===== src/rtl/mash12_modctl.sv =====
module mash12_modctl #(
  parameter int W = 16
) (
  input  logic         clk,
  input  logic         rst_n,
  input  logic         en,
  input  logic [W-1:0] frac_word,
  output logic [1:0]   mod_off,
  output logic         overrange
);
  localparam int CW = W + 6;
  localparam logic [W-1:0] LIMIT = {2'b11, {(W-2){1'b0}}};
  localparam logic signed [CW-1:0] FULL = CW'(1) <<< W;
  localparam logic signed [CW-1:0] HALF = CW'(1) <<< (W-1);
  localparam logic signed [CW-1:0] SATP = (CW'(1) <<< (W+2)) - CW'(1);
  localparam logic signed [CW-1:0] SATN = -(CW'(1) <<< (W+2));

  function automatic logic signed [CW-1:0] clip(input logic signed [CW-1:0] v);
    return (v > SATP) ? SATP : (v < SATN) ? SATN : v;
  endfunction

  logic [W-1:0] word_in, acc1, e1;
  logic [W:0]   s1;
  logic         c1, c2, c2_prev, over_now;
  logic [1:0]   c1_dly;
  logic signed [CW-1:0] int1, int2, fb, nxt1, nxt2;
  logic signed [2:0]    y_next;

  assign over_now = frac_word > LIMIT;
  assign word_in  = over_now ? LIMIT : frac_word;
  assign s1       = {1'b0, acc1} + {1'b0, word_in};
  assign c1       = s1[W];
  assign e1       = s1[W-1:0];

  assign c2   = int2 >= HALF;
  assign fb   = c2 ? FULL : '0;
  assign nxt1 = int1 + CW'(e1) - fb;
  assign nxt2 = int2 + int1 - (fb <<< 1);

  assign y_next = 3'(c1_dly[1]) + 3'(c2) - 3'(c2_prev);

  always_ff @(posedge clk) begin
    if (!rst_n) begin
      acc1      <= '0;
      int1      <= '0;
      int2      <= '0;
      c1_dly    <= '0;
      c2_prev   <= 1'b0;
      mod_off   <= 2'b11;
      overrange <= 1'b0;
    end else if (en) begin
      acc1      <= e1;
      int1      <= clip(nxt1);
      int2      <= clip(nxt2);
      c1_dly    <= {c1_dly[0], c1};
      c2_prev   <= c2;
      mod_off   <= 2'(y_next - 3'sd1);
      overrange <= overrange | over_now;
    end
  end

  a_r1_reset_state: assert property (@(posedge clk)
    !rst_n |=> (mod_off == 2'b11 && !overrange));

  a_r6_frozen: assert property (@(posedge clk) disable iff (!rst_n)
    !en |=> ($stable(mod_off) && $stable(overrange)));

  a_r5_flag_set: assert property (@(posedge clk) disable iff (!rst_n)
    (en && frac_word > LIMIT) |=> overrange);

  a_r5_flag_sticky: assert property (@(posedge clk) disable iff (!rst_n)
    overrange |=> overrange);

  a_r7_no_flag_at_limit: assert property (@(posedge clk) disable iff (!rst_n)
    (!overrange && en && frac_word <= LIMIT) |=> !overrange);
endmodule


===== config.mk =====
export PLATFORM = sky130hd
export DESIGN_NAME = mash12_modctl
export DESIGN_NICKNAME = d
export VERILOG_FILES = /design/src/rtl/mash12_modctl.sv
export SDC_FILE = /design/constraint.sdc
export NUM_CORES = 1
export LEC_CHECK = 0
export BUFFER_PORTS_ARGS = -buffer_cell sky130_fd_sc_hd__buf_2
export CAP_MARGIN = 20
export CORE_ASPECT_RATIO = 2
export CORE_UTILIZATION = 45
export DETAILED_ROUTE_END_ITERATION = 10
export PLACE_DENSITY = 0.61
export SYNTH_ARGS = -nofsm -noshare
export SYNTH_HDL_FRONTEND = slang
export SYNTH_SLANG_ARGS = --single-unit

===== constraint.sdc =====
create_clock -name clk -period 6.7 [get_ports clk]
set_input_delay 0.67 -clock clk [delete_from_list [all_inputs] [get_ports clk]]
set_output_delay 0.67 -clock clk [all_outputs]
set_load 0.02 [all_outputs]

## Word level (Yosys, flattened, before mapping)

Index checks and enable logic that the tools add are counted.

| word-level totals | value |
|---|---|
| register bits after elaboration | 66 |
| output and inout port bits | 3 |
| input port bits | 19 |

| cells by class | value |
|---|---|
| mux-type cells | 6 |
| add/subtract/negate cells | 8 |
| magnitude comparators | 6 |
| bitwise gates (word level) | 1 |

Operator list:

| operator | count |
|---|---|
| $mux 22 | 4 |
| $gt 22x19->1 const B | 2 |
| $lt 22x19->1 const B | 2 |
| $add 22x16->22 | 1 |
| $add 22x22->22 | 1 |
| $ge 22x17->1 const B | 1 |
| $sub 22x17->22 | 1 |
| $sub 22x19->22 | 1 |
| $add 16x16->17 | 1 |
| $mux 17 | 1 |
| $gt 16x16->1 const B | 1 |
| $mux 16 | 1 |
| $add 1x1->2 | 1 |
| $sub 2x1->2 | 1 |
| $sub 2x2->2 const B | 1 |
| $or 1x1->1 | 1 |

## Depth between registers and ports, before layout

Gate-level depths: netlist (run 1).

| depth | value |
|---|---|
| word-level depth | 8 |
| depth in mapped cells | 27 |
| gate-level depth less buffers | 26 |

## Least setup slack after synthesis (run 1)

OpenSTA, ideal clock, no wires.

| timing | value |
|---|---|
| kind | input-to-reg |
| from | in frac_word[14] |
| to | reg int1[3] |
| arrival time | 5.928 ns |
| library setup time | 0.119 ns |
| path slack | 0.653 ns |
| data required time | 6.581 ns |
| stages on the path | 27 |
| cells stage by stage | nand2_1 > clkbuf_1 > and2_1 > ha_1 > fa_1 > a21o_1 > a21oi_1 > nor2b_1 > o31ai_1 > o21a_1 > a21oi_1 > a21o_1 > xnor2_1 > ha_1 > inv_1 > ha_1 > buf_2 > a211oi_1 > nor2_1 > a2111oi_0 > a21oi_1 > xnor2_1 > nand4b_1 > ha_1 > clkbuf_1 > o21ai_0 > o221a_2 |

| between the ends | value |
|---|---|
| word-level cells in the longest chain between the ends | 8 |

Ends and longest elaborated chain:

| item | RTL line | source |
|---|---|---|
| start, declared | 7 | `input logic [W-1:0] frac_word,` |
| $gt 16x16->1 | 29 | `assign over_now = frac_word > LIMIT;` |
| $mux 16 * | 30 | `assign word_in = over_now ? LIMIT : frac_word;` |
| $add 16x16->17 * | 31 | `assign s1 = {1'b0, acc1} + {1'b0, word_in};` |
| $add 22x16->22 * | 37 | `assign nxt1 = int1 + CW'(e1) - fb;` |
| $sub 22x17->22 * | 37 |  |
| $lt 22x19->1 | 19 | `return (v > SATP) ? SATP : (v < SATN) ? SATN : v;` |
| $mux 22 | 19 |  |
| $mux 22 * | 19 |  |
| end signal, assigned | 53 | `int1 <= clip(nxt1);` |
| end, declared | 26 | `logic signed [CW-1:0] int1, int2, fb, nxt1, nxt2;` |

Every way passes the cells marked *; elsewhere a longest branch is shown, timed or not.
A chain may end at the register's enable or synchronous reset.

## Worst setup path in the final report (run 1)

| timing | value |
|---|---|
| from | in frac_word[9] |
| to | reg int1[3] |

The elaborated chain is that of the path after synthesis.

==> metrics, run 1 <==
fillcell total 1309; startpoint of the tightest hold check path int2[1]; aggregate global routing overflow 0; number of global-route vias before repair 5622; Worst R2R Setup Slack between 1 and 1.5 ns; outcome complete, no violations; CTS hold repair buffers 0; fraction of registers with async set/reset 0; number of maximum-capacitance violations 0; routability cong. 0.9200; category of the worst setup path capture point register; ANT nets after route 0; die width approximately 86 um; cell taking the most area after synthesis sky130_fd_sc_hd__dfxtp_1; quantity of gates resized following cts 0; via count normalized by instance count about 5.6; post-synthesis average cell area 7.970 um^2; placement row count 60; Total Neg Setup Slack 0 ns; routed wire length per instance between 15 and 20 um; Storage cell area 1321 um^2; Net count, final 924; most used cell along the critical path sky130_fd_sc_hd__ha_1; maximum operating frequency about 0.16 GHz; Period Utilization, post-route 0.9177; number of failing hold endpoints at the final stage 0; data arrival at the endpoint of the critical path 6.37 ns; setup clock skew after layout 0.009795 ns; WL final 16.19 mm; post-synthesis cell area 6312 um^2; Post-CTS Setup Inserts 0; Iteration-0 DRC Markers 289; worst r2r src acc1[0]; total number of vias between 5000 and 6000; Global Route Usage Sum 0.2377; count of state elements after synthesis 66; shortest clock period the worst path allows after layout 6.149 ns; die outline area 14530 um^2; count of mapped cells out of synthesis between 700 and 800; pre-CTS WS 0.02952 ns; R2R cell count 23; main area contributors after synthesis sky130_fd_sc_hd__dfxtp_1 (21%), sky130_fd_sc_hd__ha_1 (19%), sky130_fd_sc_hd__inv_1 (7.2%); total DRC errors in the routed layout 0; kind of launch point of the worst setup path input port; detailed-placement wirelength estimate 13.00 mm; CTS tree built; data required time at the worst endpoint around 7 ns; Clk Latency, worst-skew pair 0.34 ns; Initial Util 0.4645; warnings from Yosys 0; maximum level of the CTS H-tree 3; clock sink total 66; Worst Setup Path Type in -> reg; Final Slew Violations 0; global-route wire length before repair 26.79 mm; RSZ-0062 raised after global routing no; number of CTS-inserted buffers 9; worst reg2reg endpoint int1[3]; depth of the worst hold-timing path 1; WP buf/inv 4; share of the synthesized area in the top cell type 0.2093; cell with the most instances after synthesis sky130_fd_sc_hd__inv_1; top-level port count 22; actual transition at the worst max-transition pin 0.7929 ns; final setup margin 0.5513 ns; Max-Slew Margin vs Limit 0.4708; Area growth syn-to-layout 9.752%; register area share after synthesis 0.2093; vertical die dimension around 170 um; clock edge transition at the registers on the reported setup and hold paths about 0.060 ns; most instantiated cells after synthesis sky130_fd_sc_hd__inv_1 (121), sky130_fd_sc_hd__ha_1 (95), sky130_fd_sc_hd__dfxtp_1 (66), sky130_fd_sc_hd__nand2_1 (56), sky130_fd_sc_hd__o21ai_0 (45); Hold Crit Class reg -> reg; Std-Cell Core Area 13590 um^2; slowest cell on the critical path sky130_fd_sc_hd__ha_1; cell chosen for the clock root sky130_fd_sc_hd__clkbuf_16; Hold Crit Endpoint int2[1]; share of cells above drive strength 1 0.09483; Synth cell types 71; peak per-stage delay on the critical path 0.40 ns; number of flops mapped to enable cells by yosys 0; number of diodes added for antenna fixing 0; deepest clock path buffer count 2; area of the multi-input gates 4422 um^2; primary flip-flop cell chosen by synthesis mapping sky130_fd_sc_hd__dfxtp_1; Max FO, Critical Path 11; port bufs 21; DRT Pass-1 Iters 5; number of antenna violations at the first check in global routing 0; kind of cell with the highest combined delay on the critical path compound AO/OA/AOI/OAI gates; Setup-failing EPs final 0; largest net degree at the start of global routing 38; Synth Net Count 909
## per-layer routing
layer  up-vias  GRT usage  part of all wire
li1       2826          -                 -
met1      2608     0.2441              0.39
met2       128     0.4417              0.52
met3        49    0.02870             0.023
met4         0     0.1558             0.064
met5         -          0                 0
## worst register-to-register path, delay by kind of cell (launching register included)
| kind | cells | cell delay, ns |
|---|---|---|
| buffers and inverters | 2 | 0.23 |
| DFF | 1 | 0.31 |
| xor gates and xnor gates | 2 | 0.44 |
| AOI/OAI and AO/OA | 11 | 2.46 |
| adders and majority gates | 5 | 1.68 |
| and+or+nand+nor | 3 | 0.35 |
## placed cells by master (no fill, tap or decap), types with 4 or more instances in the layout
cell type                   instances
sky130_fd_sc_hd__inv_1            121
sky130_fd_sc_hd__ha_1              95
sky130_fd_sc_hd__dfxtp_1           66
sky130_fd_sc_hd__nand2_1           56
sky130_fd_sc_hd__o21ai_0           45
sky130_fd_sc_hd__a21oi_1           43
sky130_fd_sc_hd__nor2_1            38
sky130_fd_sc_hd__and2_1            29
sky130_fd_sc_hd__xnor2_1           26
sky130_fd_sc_hd__a221o_1           25
sky130_fd_sc_hd__buf_2             21
sky130_fd_sc_hd__xor2_1            20
sky130_fd_sc_hd__a21o_1            17
sky130_fd_sc_hd__nor2b_1           15
sky130_fd_sc_hd__o21a_1            13
sky130_fd_sc_hd__nor3_1            12
sky130_fd_sc_hd__o221a_2           10
sky130_fd_sc_hd__a211oi_1           9
sky130_fd_sc_hd__nand3_1            9
sky130_fd_sc_hd__clkbuf_16          9
sky130_fd_sc_hd__buf_4              9
sky130_fd_sc_hd__nand2b_1           8
sky130_fd_sc_hd__a31oi_1            8
sky130_fd_sc_hd__o21bai_1           7
sky130_fd_sc_hd__mux2i_1            7
sky130_fd_sc_hd__o211ai_1           6
sky130_fd_sc_hd__nor4_1             5
sky130_fd_sc_hd__or3_1              5
sky130_fd_sc_hd__o31ai_1            4
sky130_fd_sc_hd__nand4_1            4
sky130_fd_sc_hd__o211a_1            4
## area by class of cell
class	count	area share
multi-input cells	579	0.6383
flip-flops and latches	66	0.1907
inverters	121	0.06556
well taps	186	0.03359
clock buffers	9	0.03251
repair buffers	30	0.02492
clock inverters	7	0.01445
## metrics by stage
| stage | std cells | area (um^2) | util | hold WS [ns] |
|---|---|---|---|---|
| 2_1_floorplan | 792 | 6312 | - | 0.4250 |
| 3_3_place_gp | 982 | 6595 | 0.4854 | 0.4385 |
| 3_5_place_dp | 982 | 6595 | 0.4854 | 0.4510 |
| 4_1_cts | 998 | 6920 | 0.5093 | 0.4665 |
| 5_1_grt | 998 | 6928 | 0.5099 | 0.4895 |
| 6_report | 998 | 6928 | 0.5099 | 0.4615 |
## worst max path at each step
stage / startpoint / to / slack (ns) / cells past startpoint
2_1_floorplan: frac_word[14] / int1[3] / 0.65 / 27
3_3_place_gp: frac_word[5] / int1[9] / 0.16 / 26
3_5_place_dp: frac_word[9] / int1[3] / 0.03 / 27
4_1_cts: frac_word[9] / int1[3] / 0.37 / 27
5_1_grt: frac_word[9] / int1[7] / 0.01 / 28
6_report: frac_word[9] / int1[3] / 0.55 / 28
## flip-flops by register name, indices dropped and copies added, names as in the netlist
| register | count |
|---|---|
| overrange | 1 |
| acc1 | 16 |
| c1_dly | 2 |
| int2 | 22 |
| c2_prev | 1 |
| mod_off | 2 |
| int1 | 22 |
## kinds of logic after synthesis
kind of cell | count (synthesis) | synth area share
xor+xnor | 47 | 0.06640
simple gates | 199 | 0.1610
buf+inv | 147 | 0.09177
fa+ha+maj | 98 | 0.1978
flops | 66 | 0.2093
compound gates | 227 | 0.2609
mux | 8 | 0.01288
Power of run 1 is not shown: default switching activity piles up to over one toggle a cycle in this logic, so the estimate is an artifact.
==> run 2, diff against run 1 <==
ABC_AREA = 1   (was default)
==> run 2 against run 1 <==
Via count grew 29%. Hold slack worse by 0.012 ns. Final cell count grew 41%. Count of clock-buffer cells in the layout up 2. Final area grew 12%. Synthesized cell count rose by 52%. Setup slack better by 0.23 ns. Sequential share of layout area down 2.1 points. Die area is 14% higher. Core utilization shrank 1.4 points. Area after synthesis increased by 15%.
==> metrics, run 2 <==
Max FO, Critical Path 10 (was 11); maximum level of the CTS H-tree 3 (unchanged); global-route wire length before repair 35.42 mm (was 26.79 mm); vertical die dimension 181.2 um (was 169.5 um); number of flops mapped to enable cells by yosys 0 (unchanged); port bufs 21 (unchanged); Post-CTS Setup Inserts 0 (unchanged); die outline area 16600 um^2 (was 14530 um^2); count of mapped cells out of synthesis 1200 (was 792); number of global-route vias before repair 7323 (was 5622); Storage cell area 1321 um^2 (unchanged); Clk Latency, worst-skew pair 0.36 ns (was 0.34 ns); number of maximum-capacitance violations 0 (unchanged); placement row count 65 (was 60); largest net degree at the start of global routing 70 (was 38); Total Neg Setup Slack 0 ns (unchanged); Max-Slew Margin vs Limit 0.3652 (was 0.4708); share of the synthesized area in the top cell type 0.1828 (was 0.2093); outcome complete, no violations (unchanged); maximum operating frequency 0.1691 GHz (was 0.1626 GHz); Final Core Density 0.4955 (was 0.5099); ANT nets after route 0 (unchanged); routed wire length per instance 15.80 um (was 16.22 um); cell chosen for the clock root sky130_fd_sc_hd__clkbuf_16 (unchanged); share of cells above drive strength 1 0.06529 (was 0.09483); via count normalized by instance count 5.148 (was 5.622); category of the worst setup path capture point register (unchanged); registers with the highest flip-flop counts int1: 22 flops, int2: 22 flops, acc1: 16 flops (unchanged); number of CTS-inserted buffers 9 (unchanged); Hold Worst Slack 0.4491 ns (was 0.4615 ns); Period Utilization, post-route 0.8827 (was 0.9177); Iteration-0 DRC Markers 319 (was 289); cell taking the most area after synthesis sky130_fd_sc_hd__dfxtp_1 (unchanged); top library cells by usage in the layout, fill and taps aside sky130_fd_sc_hd__inv_1 (274), sky130_fd_sc_hd__nand2_1 (274), sky130_fd_sc_hd__a21oi_1 (108), sky130_fd_sc_hd__ha_1 (95), sky130_fd_sc_hd__nor2_1 (92) (was sky130_fd_sc_hd__inv_1 (121), sky130_fd_sc_hd__ha_1 (95), sky130_fd_sc_hd__dfxtp_1 (66), sky130_fd_sc_hd__nand2_1 (56), sky130_fd_sc_hd__o21ai_0 (45)); top-level port count 22 (unchanged); primary flip-flop cell chosen by synthesis mapping sky130_fd_sc_hd__dfxtp_1 (unchanged); aggregate global routing overflow 0 (unchanged); number of failing hold endpoints at the final stage 0 (unchanged); register area share after synthesis 0.1828 (was 0.2093); total DRC errors in the routed layout 0 (unchanged); data required time at the worst endpoint 6.94 ns (was 6.93 ns); slowest cell on the critical path sky130_fd_sc_hd__a41oi_1 (was sky130_fd_sc_hd__ha_1); data arrival at the endpoint of the critical path 6.15 ns (was 6.37 ns); main area contributors after synthesis sky130_fd_sc_hd__dfxtp_1 (18%), sky130_fd_sc_hd__ha_1 (16%), sky130_fd_sc_hd__inv_1 (14%) (was sky130_fd_sc_hd__dfxtp_1 (21%), sky130_fd_sc_hd__ha_1 (19%), sky130_fd_sc_hd__inv_1 (7.2%)); Setup-failing EPs final 0 (unchanged); Synth cell types 42 (was 71); WL final 22.29 mm (was 16.19 mm); most used cell along the critical path sky130_fd_sc_hd__nand2_1 (was sky130_fd_sc_hd__ha_1); Synth Net Count 1317 (was 909); total number of vias 7264 (was 5611); Hold Crit Class reg -> reg (unchanged); most instantiated cells after synthesis sky130_fd_sc_hd__inv_1 (274), sky130_fd_sc_hd__nand2_1 (274), sky130_fd_sc_hd__a21oi_1 (108), sky130_fd_sc_hd__ha_1 (95), sky130_fd_sc_hd__nor2_1 (92) (was sky130_fd_sc_hd__inv_1 (121), sky130_fd_sc_hd__ha_1 (95), sky130_fd_sc_hd__dfxtp_1 (66), sky130_fd_sc_hd__nand2_1 (56), sky130_fd_sc_hd__o21ai_0 (45)); setup clock skew after layout 0.007911 ns (was 0.009795 ns); total length of routed met3 wires 459 um (was 371 um); post-synthesis average cell area 6.023 um^2 (was 7.970 um^2); highest routed layer met4 (unchanged); routability cong. 0.9969 (was 0.9200); Std-Cell Core Area 15700 um^2 (was 13590 um^2); RSZ-0062 raised after global routing no (unchanged); fillcell total 1700 (was 1309); kind of launch point of the worst setup path input port (unchanged); CTS tree built (unchanged); fraction of registers with async set/reset 0 (unchanged); number of diodes added for antenna fixing 0 (unchanged); post-route met1 wirelength 7.733 mm (was 6.315 mm); Area growth syn-to-layout 7.599% (was 9.752%); number of antenna violations at the first check in global routing 0 (unchanged); clock edge transition at the registers on the reported setup and hold paths 0.06 ns (about the same); deepest clock path buffer count 2 (unchanged); actual transition at the worst max-transition pin 0.9522 ns (was 0.7929 ns); clock sink total 66 (unchanged); peak per-stage delay on the critical path 0.57 ns (was 0.40 ns); DRT Pass-1 Iters 5 (unchanged); count of state elements after synthesis 66 (unchanged); Worst Setup Path Type in -> reg (unchanged); warnings from Yosys 0 (unchanged); Final Slew Violations 0 (unchanged); die width 91.62 um (was 85.75 um); Net count, final 1323 (was 924); post-synthesis cell area 7228 um^2 (was 6312 um^2); detailed-placement wirelength estimate 18.20 mm (was 13.00 mm); detailed route wirelength on metal2 12.04 mm (was 8.459 mm); quantity of gates resized following cts 0 (unchanged); area of the multi-input gates 4731 um^2 (was 4422 um^2); CTS hold repair buffers 0 (unchanged); Initial Util 0.4605 (was 0.4645); Global Route Usage Sum 0.2812 (was 0.2377); shortest clock period the worst path allows after layout 5.914 ns (was 6.149 ns)
run 2: area by class of cell:
cell class	count	share of cell area
multi-input combinational	828	0.6083
sequential	66	0.1699
inverter	277	0.1337
clock buffer	11	0.03250
tap	201	0.03234
timing repair buffer	24	0.01673
clock inverter	4	0.006596
run 2: through the flow:
step	setup slack (ns)	instances	area [um^2]
6_report	0.7858	1411	7777
5_1_grt	0.1681	1411	7777
4_1_cts	0.7660	1411	7777
3_5_place_dp	0.4459	1396	7473
3_3_place_gp	0.5007	1396	7473
2_1_floorplan	1.353	1200	7228
run 2: critical path, delay by kind of cell:
kind                       cells  cell delay (ns)
buffers and inverters          7             0.67
xor gates and xnor gates       1             0.21
adders and majority gates      4             1.32
and+or+nand+nor               13             1.38
AOI/OAI and AO/OA              8             1.89
run 2: logic make-up (layout without fill, tap and decap cells):
group                      Yosys count  in the layout  share of synthesized area
xor gates and xnor gates            17             17                    0.02060
and+or+nand+nor                    482            482                     0.2856
buffers and inverters              306            316                     0.1627
DFF                                 66             66                     0.1828
AOI/OAI and AO/OA                  231            231                     0.1755
adders and majority gates           98             98                     0.1728
run 2: worst paths after layout:
path / startpoint / end / slack, ns / cells after the start
worst max-delay path: frac_word[3] / int1[14] / 0.79 / 33
worst min-delay path: overrange / overrange / 0.45 / 2
worst max register to register: acc1[2] / int1[14] / 1.74 / 27
worst min register to register: overrange / overrange / 0.45 / 2
run 2: layer usage:
layer  vias to the layer above  track usage
li1                       3791            -
met1                      3253       0.2521
met2                       130       0.5353
met3                        90      0.03114
met4                         0       0.2514
met5                         -            0
Power of run 2 is left out for the same reason.
==> run 3, diff against run 2 <==
PLACE_DENSITY = 0.63   (was 0.61)
clock period = 4.9 ns   (was 6.7 ns; I/O delays follow)
==> run 3 against run 2 <==
The run now ends with setup timing left. Flip-flop and latch count is the same. Core utilization grew 11 points. Hold slack better by 0.0035 ns. First-iteration DRC count increased by 31%. Clock skew is 0.0013 ns higher. Die area did not move. Final area rose by 23%. Wire length is 7.9% higher. Critical path depth rose by 2. Global-route usage rose by 1.3 points. Highest routed layer unchanged.
==> metrics, run 3 (synthesized netlist as in run 2, its figures left out) <==
met2 usage in global routing 0.5892 (was 0.5353); routed wire length per instance 15.41 um (was 15.80 um); total number of vias 8044 (was 7264); violated checks setup timing; worst r2r src acc1[4] (was acc1[2]); outcome complete, but fails checks (was complete, no violations); fillcell total 1468 (was 1700); Final Slew Violations 0 (unchanged); port bufs 21 (unchanged); number of failing hold endpoints at the final stage 0 (unchanged); deepest clock path buffer count 2 (unchanged); vertical die dimension 181.2 um (unchanged); slowest cell on the critical path sky130_fd_sc_hd__ha_4 (was sky130_fd_sc_hd__a41oi_1); critical path depth 35 (was 33); RSZ-0062 raised after global routing yes (was no); maximum level of the CTS H-tree 3 (unchanged); Worst R2R Setup Slack 0.46 ns (was 1.74 ns); peak per-stage delay on the critical path 0.34 ns (was 0.57 ns); cell chosen for the clock root sky130_fd_sc_hd__clkbuf_16 (unchanged); Clk Latency, worst-skew pair 0.35 ns (was 0.36 ns); Max FO, Critical Path 7 (was 10); via count normalized by instance count 5.156 (was 5.148); global-route wire length before repair 37.85 mm (was 35.42 mm); share of cells above drive strength 1 0.2430 (was 0.06529); Period Utilization, post-route 1.030; Hold Crit Class reg -> reg (unchanged); category of the worst setup path capture point register (unchanged); clock sink total 66 (unchanged); final setup margin -0.1470 ns (was 0.7858 ns); kind of launch point of the worst setup path input port (unchanged); largest net degree at the start of global routing 68 (was 70); Initial Util 0.4605 (unchanged); number of global-route vias before repair 8165 (was 7323); registers with the highest flip-flop counts int1: 22 flops, int2: 22 flops, acc1: 16 flops (unchanged); die width 91.62 um (unchanged); Global Route Usage Sum 0.2946 (was 0.2812); number of maximum-capacitance violations 0 (unchanged); Area growth syn-to-layout 32.21% (was 7.599%); setup clock skew after layout 0.009241 ns (was 0.007911 ns); met1 routing resource usage after global routing 0.2520 (was 0.2521); Max-Slew Margin vs Limit 0.3041 (was 0.3652); Net count, final 1470 (was 1323); WP buf/inv 10 (was 7); maximum operating frequency between 0.15 and 0.2 GHz; Worst Setup Path Type in -> reg (unchanged); GRT busiest layer met2 (unchanged); number of CTS-inserted buffers 9 (unchanged); last element of the critical path int1[19] (was int1[14]); shortest clock period the worst path allows after layout 5.047 ns; data required time at the worst endpoint 5.17 ns (was 6.94 ns); CTS tree built (unchanged); Std-Cell Core Area 15700 um^2 (unchanged); top-level port count 22 (unchanged); clock edge transition at the registers on the reported setup and hold paths 0.05 ns (was 0.06 ns); detailed-placement wirelength estimate 18.01 mm (was 18.20 mm); Final Core Density 0.6088 (was 0.4955); actual transition at the worst max-transition pin 1.043 ns (was 0.9522 ns); worst reg2reg endpoint int1[19] (was int1[14]); WL final 24.04 mm (was 22.29 mm); aggregate global routing overflow 0 (unchanged); total DRC errors in the routed layout 0 (unchanged); routability cong. 0.9307 (was 0.9969); met3 routing resource usage after global routing 0.02946 (was 0.03114); R2R cell count 29 (was 27); number of antenna violations at the first check in global routing 1 (was 0); ANT nets after route 0 (unchanged); placement row count 65 (unchanged); most used cell along the critical path sky130_fd_sc_hd__nand2_2 (was sky130_fd_sc_hd__nand2_1); data arrival at the endpoint of the critical path 5.31 ns (was 6.15 ns); top library cells by usage in the layout, fill and taps aside sky130_fd_sc_hd__inv_1 (262), sky130_fd_sc_hd__nand2_1 (257), sky130_fd_sc_hd__buf_4 (140), sky130_fd_sc_hd__a21oi_1 (79), sky130_fd_sc_hd__ha_1 (78) (was sky130_fd_sc_hd__inv_1 (274), sky130_fd_sc_hd__nand2_1 (274), sky130_fd_sc_hd__a21oi_1 (108), sky130_fd_sc_hd__ha_1 (95), sky130_fd_sc_hd__nor2_1 (92)); DRT Pass-1 Iters 5 (unchanged); most common cell after layout, fill and taps aside sky130_fd_sc_hd__inv_1; kind of cell with the highest combined delay on the critical path simple AND/OR/NAND/NOR gates (was compound AO/OA/AOI/OAI gates); die outline area 16600 um^2 (unchanged); Iteration-0 DRC Markers 419 (was 319); worst setup path startpoint frac_word[0] (was frac_word[3]); Setup-failing EPs final 20 (was 0)
==> run 3: changes by cell type in the layout (fill, tap and decap cells not counted), moves of 17 or more <==
| cell | previous run | this run |
|---|---|---|
| sky130_fd_sc_hd__a21oi_2 | 7 | 35 |
| sky130_fd_sc_hd__ha_4 | 0 | 17 |
| sky130_fd_sc_hd__nand2_1 | 274 | 257 |
| sky130_fd_sc_hd__ha_1 | 95 | 78 |
| sky130_fd_sc_hd__buf_4 | 4 | 140 |
| sky130_fd_sc_hd__a21oi_1 | 108 | 79 |
==> run 3: cell type report <==
cell class              instances  area (um^2)  share of cell area
flip-flops and latches         66         1321              0.1383
diodes                          1        2.502           0.0002618
clock inverters                 3        40.04            0.004190
clock buffers                  13        240.2             0.02514
repair buffers                170         1323              0.1384
inverters                     277         1047              0.1096
multi-input cells             829         5331              0.5579
well taps                     201        251.5             0.02632
==> run 3: through the flow <==
stage | hold WS [ns] | setup slack [ns] | cell area [um^2] | cells | setup TNS, ns
detailed placement | 0.4462 | -0.8853 | 8433 | 1519 | -17.68
floorplan | 0.4555 | 0.002698 | 7253 | 1200 | 0
finish | 0.4525 | -0.1470 | 9557 | 1560 | -2.160
global route | 0.4705 | -0.4103 | 9557 | 1560 | -7.167
global placement | 0.4361 | -0.9059 | 8433 | 1519 | -18.31
CTS | 0.4550 | -0.01123 | 9276 | 1555 | -0.01123
==> run 3: worst min path at each step <==
stage	depth (start not counted)	endpoint	slack, ns	from
after floorplan	2	acc1[11]	0.46	acc1[11]
after global placement	2	overrange	0.44	overrange
after detailed placement	2	overrange	0.45	overrange
after CTS	2	overrange	0.45	overrange
after global routing	2	overrange	0.47	overrange
final	2	overrange	0.45	overrange
==> run 3: routing by layer <==
| layer | share of wire | up-vias |
|---|---|---|
| li1 | - | 4080 |
| met1 | 0.34 | 3705 |
| met2 | 0.56 | 167 |
| met3 | 0.020 | 92 |
| met4 | 0.076 | 0 |
| met5 | 0 | - |
==> run 3: worst register-to-register path: cells and delay by family, from the launching register on <==
kind / cells / cell delay [ns]
AO/OA/AOI/OAI: 4 / 0.67
XOR/XNOR: 1 / 0.22
adder cells (fa/ha/maj): 4 / 1.23
buffers and inverters: 7 / 0.63
flip-flops: 1 / 0.31
AND/OR/NAND/NOR: 13 / 1.29
==> run 3: timing repair <==
item | CTS | global route
setup buffers | 18 | 3
hold endpoints to repair | 0 | 0
pin swaps | 51 | 48
hold buffers | 0 | 0
gates resized for setup | 93 | 62
cloned | 2 | 0
setup endpoints to repair | 21 | 20
Power of run 3 is left out for the same reason.
